`src/rtl/pit_pkg.sv`:
```
package pit_pkg;
  typedef struct packed {
    logic countStep;
    logic raiseFlags;
    logic dropFlags;
  } pitStrobes_t;
endpackage

```
`src/rtl/pit_ctrl.sv`:
```
module pit_ctrl
  import pit_pkg::*;
#(
  parameter int CNT_W    = 15,
  parameter int CODE_W   = 4,
  parameter int ALIAS_MAX = 2,
  parameter int ALIAS_ADD = 7
) (
  input  logic              tickEn,
  input  logic [CODE_W-1:0] rateCode,
  input  logic              periodicEn,
  input  logic              flagClr,
  input  logic [CNT_W-1:0]  countVal,
  output pitStrobes_t       strb
);
  logic [CODE_W-1:0] effCode;
  logic [CNT_W-1:0]  lowMask;
  logic              onBoundary;

  // slow aliases for the smallest nonzero codes
  always_comb begin
    if (rateCode != '0 && int'(rateCode) <= ALIAS_MAX)
      effCode = rateCode + CODE_W'(ALIAS_ADD);
    else
      effCode = rateCode;
  end

  // bits below the period's bit position must be zero
  always_comb begin
    for (int i = 0; i < CNT_W; i++)
      lowMask[i] = ((i + 1) < int'(effCode));
  end

  assign onBoundary = ((countVal & lowMask) == '0);

  always_comb begin
    strb.countStep  = tickEn;
    strb.raiseFlags = tickEn && periodicEn && (effCode != '0) && onBoundary;
    strb.dropFlags  = flagClr;
  end
endmodule

```
`src/rtl/pit_datapath.sv`:
```
module pit_datapath
  import pit_pkg::*;
#(
  parameter int CNT_W = 15
) (
  input  logic             clk,
  input  logic             rst,
  input  pitStrobes_t      strb,
  output logic [CNT_W-1:0] countVal,
  output logic             summaryQ,
  output logic             periodicQ,
  output logic             irqQ
);
  always_ff @(posedge clk) begin
    if (rst) countVal <= '0;
    else if (strb.countStep) countVal <= countVal + 1'b1;
  end

  always_ff @(posedge clk) begin
    if (rst) begin
      summaryQ  <= 1'b0;
      periodicQ <= 1'b0;
      irqQ      <= 1'b0;
    end else if (strb.raiseFlags) begin
      summaryQ  <= 1'b1;
      periodicQ <= 1'b1;
      irqQ      <= 1'b1;
    end else if (strb.dropFlags) begin
      summaryQ  <= 1'b0;
      periodicQ <= 1'b0;
      irqQ      <= 1'b0;
    end
  end

  assert_count_step_R9: assert property (@(posedge clk) disable iff (rst)
    strb.countStep |=> countVal == $past(countVal) + 1'b1);
  assert_count_hold_R9: assert property (@(posedge clk) disable iff (rst)
    !strb.countStep |=> $stable(countVal));
  assert_set_wins_R8: assert property (@(posedge clk) disable iff (rst)
    strb.raiseFlags |=> periodicQ);
  assert_clear_R7: assert property (@(posedge clk) disable iff (rst)
    (strb.dropFlags && !strb.raiseFlags) |=> !periodicQ);
  assert_hold_R7: assert property (@(posedge clk) disable iff (rst)
    (!strb.dropFlags && !strb.raiseFlags) |=> $stable(periodicQ));
endmodule

```
`src/rtl/periodic_irq_gen.sv`:
```
module periodic_irq_gen
  import pit_pkg::*;
#(
  parameter int CNT_W  = 15,
  parameter int CODE_W = 4
) (
  input  logic              clk,
  input  logic              rst,
  input  logic              tickEn,
  input  logic [CODE_W-1:0] rateCode,
  input  logic              periodicEn,
  input  logic              flagClr,
  output logic              flagSummary,
  output logic              flagPeriodic,
  output logic              irq
);
  pitStrobes_t      strb;
  logic [CNT_W-1:0] countVal;

  pit_ctrl #(.CNT_W(CNT_W), .CODE_W(CODE_W)) u_ctrl (
    .tickEn(tickEn), .rateCode(rateCode), .periodicEn(periodicEn),
    .flagClr(flagClr), .countVal(countVal), .strb(strb));

  pit_datapath #(.CNT_W(CNT_W)) u_dp (
    .clk(clk), .rst(rst), .strb(strb), .countVal(countVal),
    .summaryQ(flagSummary), .periodicQ(flagPeriodic), .irqQ(irq));

  assert_flags_equal_R6: assert property (@(posedge clk) disable iff (rst)
    (flagSummary == flagPeriodic) && (irq == flagPeriodic));
  assert_quiet_R2: assert property (@(posedge clk) disable iff (rst)
    ((!periodicEn || rateCode == '0) && !flagPeriodic) |=> !flagPeriodic);
endmodule

```
`config.mk`:
```
export PLATFORM = sky130hd
export DESIGN_NAME = periodic_irq_gen
export DESIGN_NICKNAME = d
export VERILOG_FILES = /design/src/rtl/pit_pkg.sv /design/src/rtl/pit_ctrl.sv /design/src/rtl/pit_datapath.sv /design/src/rtl/periodic_irq_gen.sv
export SDC_FILE = /design/constraint.sdc
export NUM_CORES = 1
export LEC_CHECK = 0
export BUFFER_PORTS_ARGS = -buffer_cell sky130_fd_sc_hd__buf_2
export CAP_MARGIN = 20
export CORE_AREA = 2 2 54 56
export CTS_CLUSTER_DIAMETER = 120
export CTS_CLUSTER_SIZE = 25
export DETAILED_ROUTE_END_ITERATION = 6
export DIE_AREA = 0 0 56 58
export GPL_ROUTABILITY_DRIVEN = 0
export PLACE_DENSITY = 0.59
export SYNTH_ARGS = -nofsm -noshare
export SYNTH_HDL_FRONTEND = slang
export SYNTH_HIERARCHICAL = 1
export SYNTH_SLANG_ARGS = --single-unit
```
`constraint.sdc`:
```
create_clock -name clk -period 1.9 [get_ports clk]
set_input_delay 0.19 -clock clk [delete_from_list [all_inputs] [get_ports clk]]
set_output_delay 0.19 -clock clk [all_outputs]
set_load 0.005 [all_outputs]
```
==> impl_results.md, run 1 <==
* CP max stage delay at 0.33 ns
* CP startpoint kind: primary input
* Period utilization at 89.7%
* Ant. Diodes at 0
* Via count at 967
* All-Layer GR Usage at between 10% and 20%
* Slowest CP cell: nor4b_1
* Total power at 651 uW
* CP arrival at 1.95 ns
* Crit path kind: in2reg
* Internal Power at about 460 uW
* Post-DP Area at 0.00120 mm^2
* Leakage at 0.000480 uW
* H-tree levels at 1
* Final setup fails at 0
* CP required at ~2.1 ns
* Final core utilization at 46.3%
* RSZ-0062 raised after global routing: false
* # DRC at 0
* Mapped cell area at 0.00109 mm^2
* DR vias/cell at 5.53
* CP Max Fanout at 3
* Endpoint class of the critical path: register
* Initial antenna violation count at 0
* Largest net degree at the start of global routing at 16
* Hold Buf Count CTS at 0
* DP Wirelength at 1.84 mm
* R2r setup slk at between 0.2 and 0.3 ns
* Hold Path Class: in2reg
* Hold depth at 4
* Worst slew pin tran at 0.354 ns
* Gr ovfl total at 0
* Nets at about 160
* R2r worst-path depth at 5
* Post-CTS Setup Inserts at 0
* CTS Buf Count at 3
* Crit path buf inv count at 4
* Clk_lat worst skew at ~0.29 ns
* Cell count after synthesis at 127
* Root buffer cell: clkbuf_4
* Core Region at 0.00266 mm^2
* Number of max-cap violations at 0
* Minimum clock period at 1.70 ns
* Ports at 12
* Clock slew at reported path FFs at about 0.10 ns
* Ys Warns at 6
* Most frequent cells in the layout: nor2_1 (19), dfxtp_1 (15), buf_2 (11)
* First-pass GRT wire length at 3.93 mm
* Initial core utilization at 40.9%
* Worst path cell trace: buf_2 -> inv_1 -> ha_1 -> buf_4 -> buf_4 -> nor2_1 -> a2bb2oi_1 -> nor4b_1 -> o22ai_1 -> a211oi_2 -> a21oi_1 -> nor2_1
* Fill count at 287
* Average cell area after synthesis at between 8 and 9 um^2
* Final-report hold violation count at 0
* Clk_skew at ~0.012 ns
* Wire per inst at 13.8 um
* Max Buffers Root-to-Sink at 2
* Mapped Nets at 139
* Worst path top cell family by delay: compound AO/OA/AOI/OAI gates
* Die W at 56 um
* Commonest non-fill, non-tap cell in the layout: nor2_1
* Clock sink count at 15
* Layout cells sized above 1 at 26.4%
* Max Freq at 0.587 GHz
* Sequential share of power at between 50% and 60%
* TritonCTS clock tree: built
* DRT Wirelength at 2.42 mm
* Sw Share at approximately 30%
* Starting DRT DRC Count at 31
* PortBufs at 11
* Row Count at 19
* Power Density at between 500 and 600 mW/mm^2
* Status: complete, no violations
* Post_cts resized at 0
* Drt first pass iters at 4
* Full die area at 0.00325 mm^2
* Vias in the first global route at 825
* Final ANT Viol Nets at 0
* Clk pwr share at 29.4%
* Finished layout cell area at ~0.0012 mm^2
* Rel. slew slack at 76.3%
* DIE HEIGHT at 58 um
* P_sw at 192 uW
* Comb pwr share at 19.5%
* Max Slew Vio Count at 0
* Peak supply drop at 294 uV
* Crit. path cell count at 12
* Synth-to-layout area growth at 13.1%
-- flip-flops by register name, summed over array words and instances, names as in the netlist --
register       count
u_dp/countVal     14
u_dp/irqQ          1
-- tightest hold or removal path, stage by stage --
cell,delay [ns]
buf_2,0.09
inv_1,0.04
a21oi_1,0.05
nor2_1,0.07
-- area by class of cell --
cell class	instances	area (um^2)	share of cell area, %
multi-input combinational	97	709	57.6
sequential	15	300	24.4
timing repair buffer	21	130	10.6
tap	31	38.8	3.15
inverter	7	26.3	2.13
clock buffer	3	22.5	1.83
clock inverter	1	5.00	0.406
-- power groups by stage --
stage | Combinational (uW) | Clock (uW) | Sequential (uW)
floorplan | 86.5 | 0 | 336
global placement | 123 | 0 | 339
detailed placement | 127 | 0 | 340
CTS | 128 | 196 | 333
global route | 141 | 208 | 334
finish | 127 | 192 | 333
-- stage by stage --
stage | TNS [ns] | worst slack (ns) | std cells | hold slack, ns
finish | 0 | 0.196 | 175 | 0.187
global route | 0 | 0.0798 | 175 | 0.205
CTS | 0 | 0.204 | 175 | 0.184
detailed placement | -0.111 | -0.111 | 171 | 0.496
global placement | -0.0570 | -0.0570 | 171 | 0.488
floorplan | 0 | 0.136 | 127 | 0.442
-- routing by layer --
metal	vias to the layer above	global-route usage [%]	routed length (um)
met1	460	20.3	1140
met2	19	25.5	1170
met5	-	0	0
li1	484	-	-
met3	4	2.23	81
met4	0	6.12	27
-- final timing paths --
path	startpoint	end
setup / recovery	rateCode[0]	u_dp/irqQ
hold / removal	flagClr	u_dp/irqQ
setup reg to reg	u_dp/countVal[0]	u_dp/countVal[12]
hold reg to reg	u_dp/countVal[13]	u_dp/countVal[13]
No activity file was read; power rests on OpenSTA's default activity.
==> run 2, diff against run 1 <==
--- a/config.mk
+++ b/config.mk
@@ -14,6 +14,7 @@
 export DIE_AREA = 0 0 56 58
 export GPL_ROUTABILITY_DRIVEN = 0
 export PLACE_DENSITY = 0.59
+export SLEW_MARGIN = 40
 export SYNTH_ARGS = -nofsm -noshare
 export SYNTH_HDL_FRONTEND = slang
 export SYNTH_HIERARCHICAL = 1
==> constraint.sdc (replaced) <==
create_clock -name clk -period 1.9 [get_ports clk]
set_input_delay 0.38 -clock clk [delete_from_list [all_inputs] [get_ports clk]]
set_output_delay 0.38 -clock clk [all_outputs]
set_load 0.005 [all_outputs]
==> run 2 against run 1 <==
Combinational power up 20%. Clock skew down 0.0055 ns. Critical path type unchanged. Largest cell class unchanged. Register-to-register slack about the same. Largest power group unchanged.
==> impl_results.md, run 2 (synthesis results as in run 1) <==
* Synth-to-layout area growth at 22.0%
* Worst slew pin tran at 0.417 ns
* Most frequent cells in the layout: nor2_1 (19), dfxtp_1 (15), buf_4 (13)
* Final-report hold violation count at 0
* Vias in the first global route at 901
* R2r endpoint: u_dp/countVal[12]
* RSZ-0062 raised after global routing: false
* Initial antenna violation count at 0
* CP arrival at 1.97 ns
* Worst setup path start: rateCode[1]
* Largest net degree at the start of global routing at 16
* CP required at 2.08 ns
* Crit path kind: in2reg
* PortBufs at 11
* Wire per inst at 13.7 um
* FF-to-FF Start: u_dp/countVal[0]
* All-Layer GR Usage at between 10% and 20%
* Clk_lat worst skew at between 0.2 and 0.3 ns
* Leakage at 0.000495 uW
* R2r setup slk at 0.28 ns
* Clock slew at reported path FFs at approximately 0.08 ns
* Worst Hold Launch: flagClr
* Total power at 670 uW
* Regs by FF count: u_dp/countVal: 14 flops, u_dp/irqQ: 1 flops
* CP Max Fanout at 3
* Nets at 160
* Via count at 945
* Ant. Diodes at 0
* Fill count at 266
* Endpoint class of the critical path: register
* Layout Cells excl Fill at 178
* Initial core utilization at around 40%
* First-pass GRT wire length at 4.01 mm
* DRT Wirelength at between 2 and 2.5 mm
* Starting DRT DRC Count at 21
* R2r worst-path depth at 5
* Die W at 56 um
* Power Density at 504 mW/mm^2
* Minimum clock period at approximately 1.8 ns
* Drt first pass iters at 4
* Commonest non-fill, non-tap cell in the layout: nor2_1
* DR vias/cell at 5.31
* Largest register FFs at 14
* Hold Buf Count CTS at 0
* CP startpoint kind: primary input
* Root buffer cell: clkbuf_4
* Status: complete, no violations
* Post_cts resized at 0
* DP Wirelength at 1.71 mm
* Final core utilization at 50.0%
* Final setup fails at 0
* Full die area at 0.00325 mm^2
* Crit path to: u_dp/irqQ
* Core Region at 0.00266 mm^2
* Max Slew Vio Count at 0
* Max Freq at 0.558 GHz
* Hold Path Class: in2reg
* Row Count at 19
* Max Buffers Root-to-Sink at 2
* # DRC at 0
* Clk_skew at 0.00623 ns
* Number of max-cap violations at 0
* Peak supply drop at 337 uV
* Most flops, register: u_dp/countVal
* Dpl cells at 174
* Post-CTS Setup Inserts at 0
* Period utilization at a little over nine tenths
* H-tree levels at 1
* Gr ovfl total at 0
* Final ANT Viol Nets at 0
* DIE HEIGHT at 58 um
* Layout cells sized above 1 at 35.4%
* Ports at 12
* Hold depth at 4
* CTS Buf Count at 3
* Rel. slew slack at 71.8%
* TritonCTS clock tree: built
* Clock sink count at 15
* Final setup TNS at 0 ns
[run 2: cell types whose count changed in the layout (fill, tap and decap cells not counted), sizes merged]
cell	previous run	this run
clkinv	1	0
clkbuf	3	4
buf	21	24
[run 2: cell type report]
class | instances | area [um^2] | area share (%)
Clock buffer | 4 | 26.3 | 1.98
Inverter | 7 | 26.3 | 1.98
Multi-Input combinational cell | 97 | 786 | 59.1
Sequential cell | 15 | 300 | 22.6
Tap cell | 31 | 38.8 | 2.92
Timing Repair Buffer | 24 | 153 | 11.5
[run 2: worst min-delay path by stage]
stage	to	slack, ns
after CTS	u_dp/irqQ	0.38
after global placement	u_dp/countVal[5]	0.50
final	u_dp/irqQ	0.40
after floorplan	u_dp/countVal[5]	0.48
after global routing	u_dp/irqQ	0.44
after detailed placement	u_dp/countVal[13]	0.52
[run 2: metrics by stage]
stage               hold WS, ns  setup WS [ns]  area, um^2
CTS                       0.380         0.0186        1250
global placement          0.498         -0.291        1230
detailed placement        0.519         -0.282        1230
global route              0.440        0.00194        1330
finish                    0.402          0.107        1330
floorplan                 0.484        -0.0498        1090
[run 2: power by group]
| part | switching, uW | internal [uW] |
|---|---|---|
| registers | 11.8 | 320 |
| logic | 77.5 | 74.9 |
| clock network | 104 | 81.7 |
[run 2: critical path: stages]
cell and delay, ns:
buf_2 0.11, inv_2 0.07, ha_4 0.21, or4_4 0.55, o21ai_4 0.10, nor3_2 0.07, o31ai_2 0.24, a211oi_2 0.07
a21oi_1 0.11, nor2_1 0.05
[run 2: routing by layer]
metal  routed length [um]  vias to the layer above  share of wire [%]  GRT usage (%)
met1                 1120                      432                 46           20.5
met3                   66                        4                2.7           1.79
li1                     -                      494                  -              -
met4                   42                        0                1.7           8.16
met2                 1210                       15                 50           24.9
met5                    0                        -                  0              0
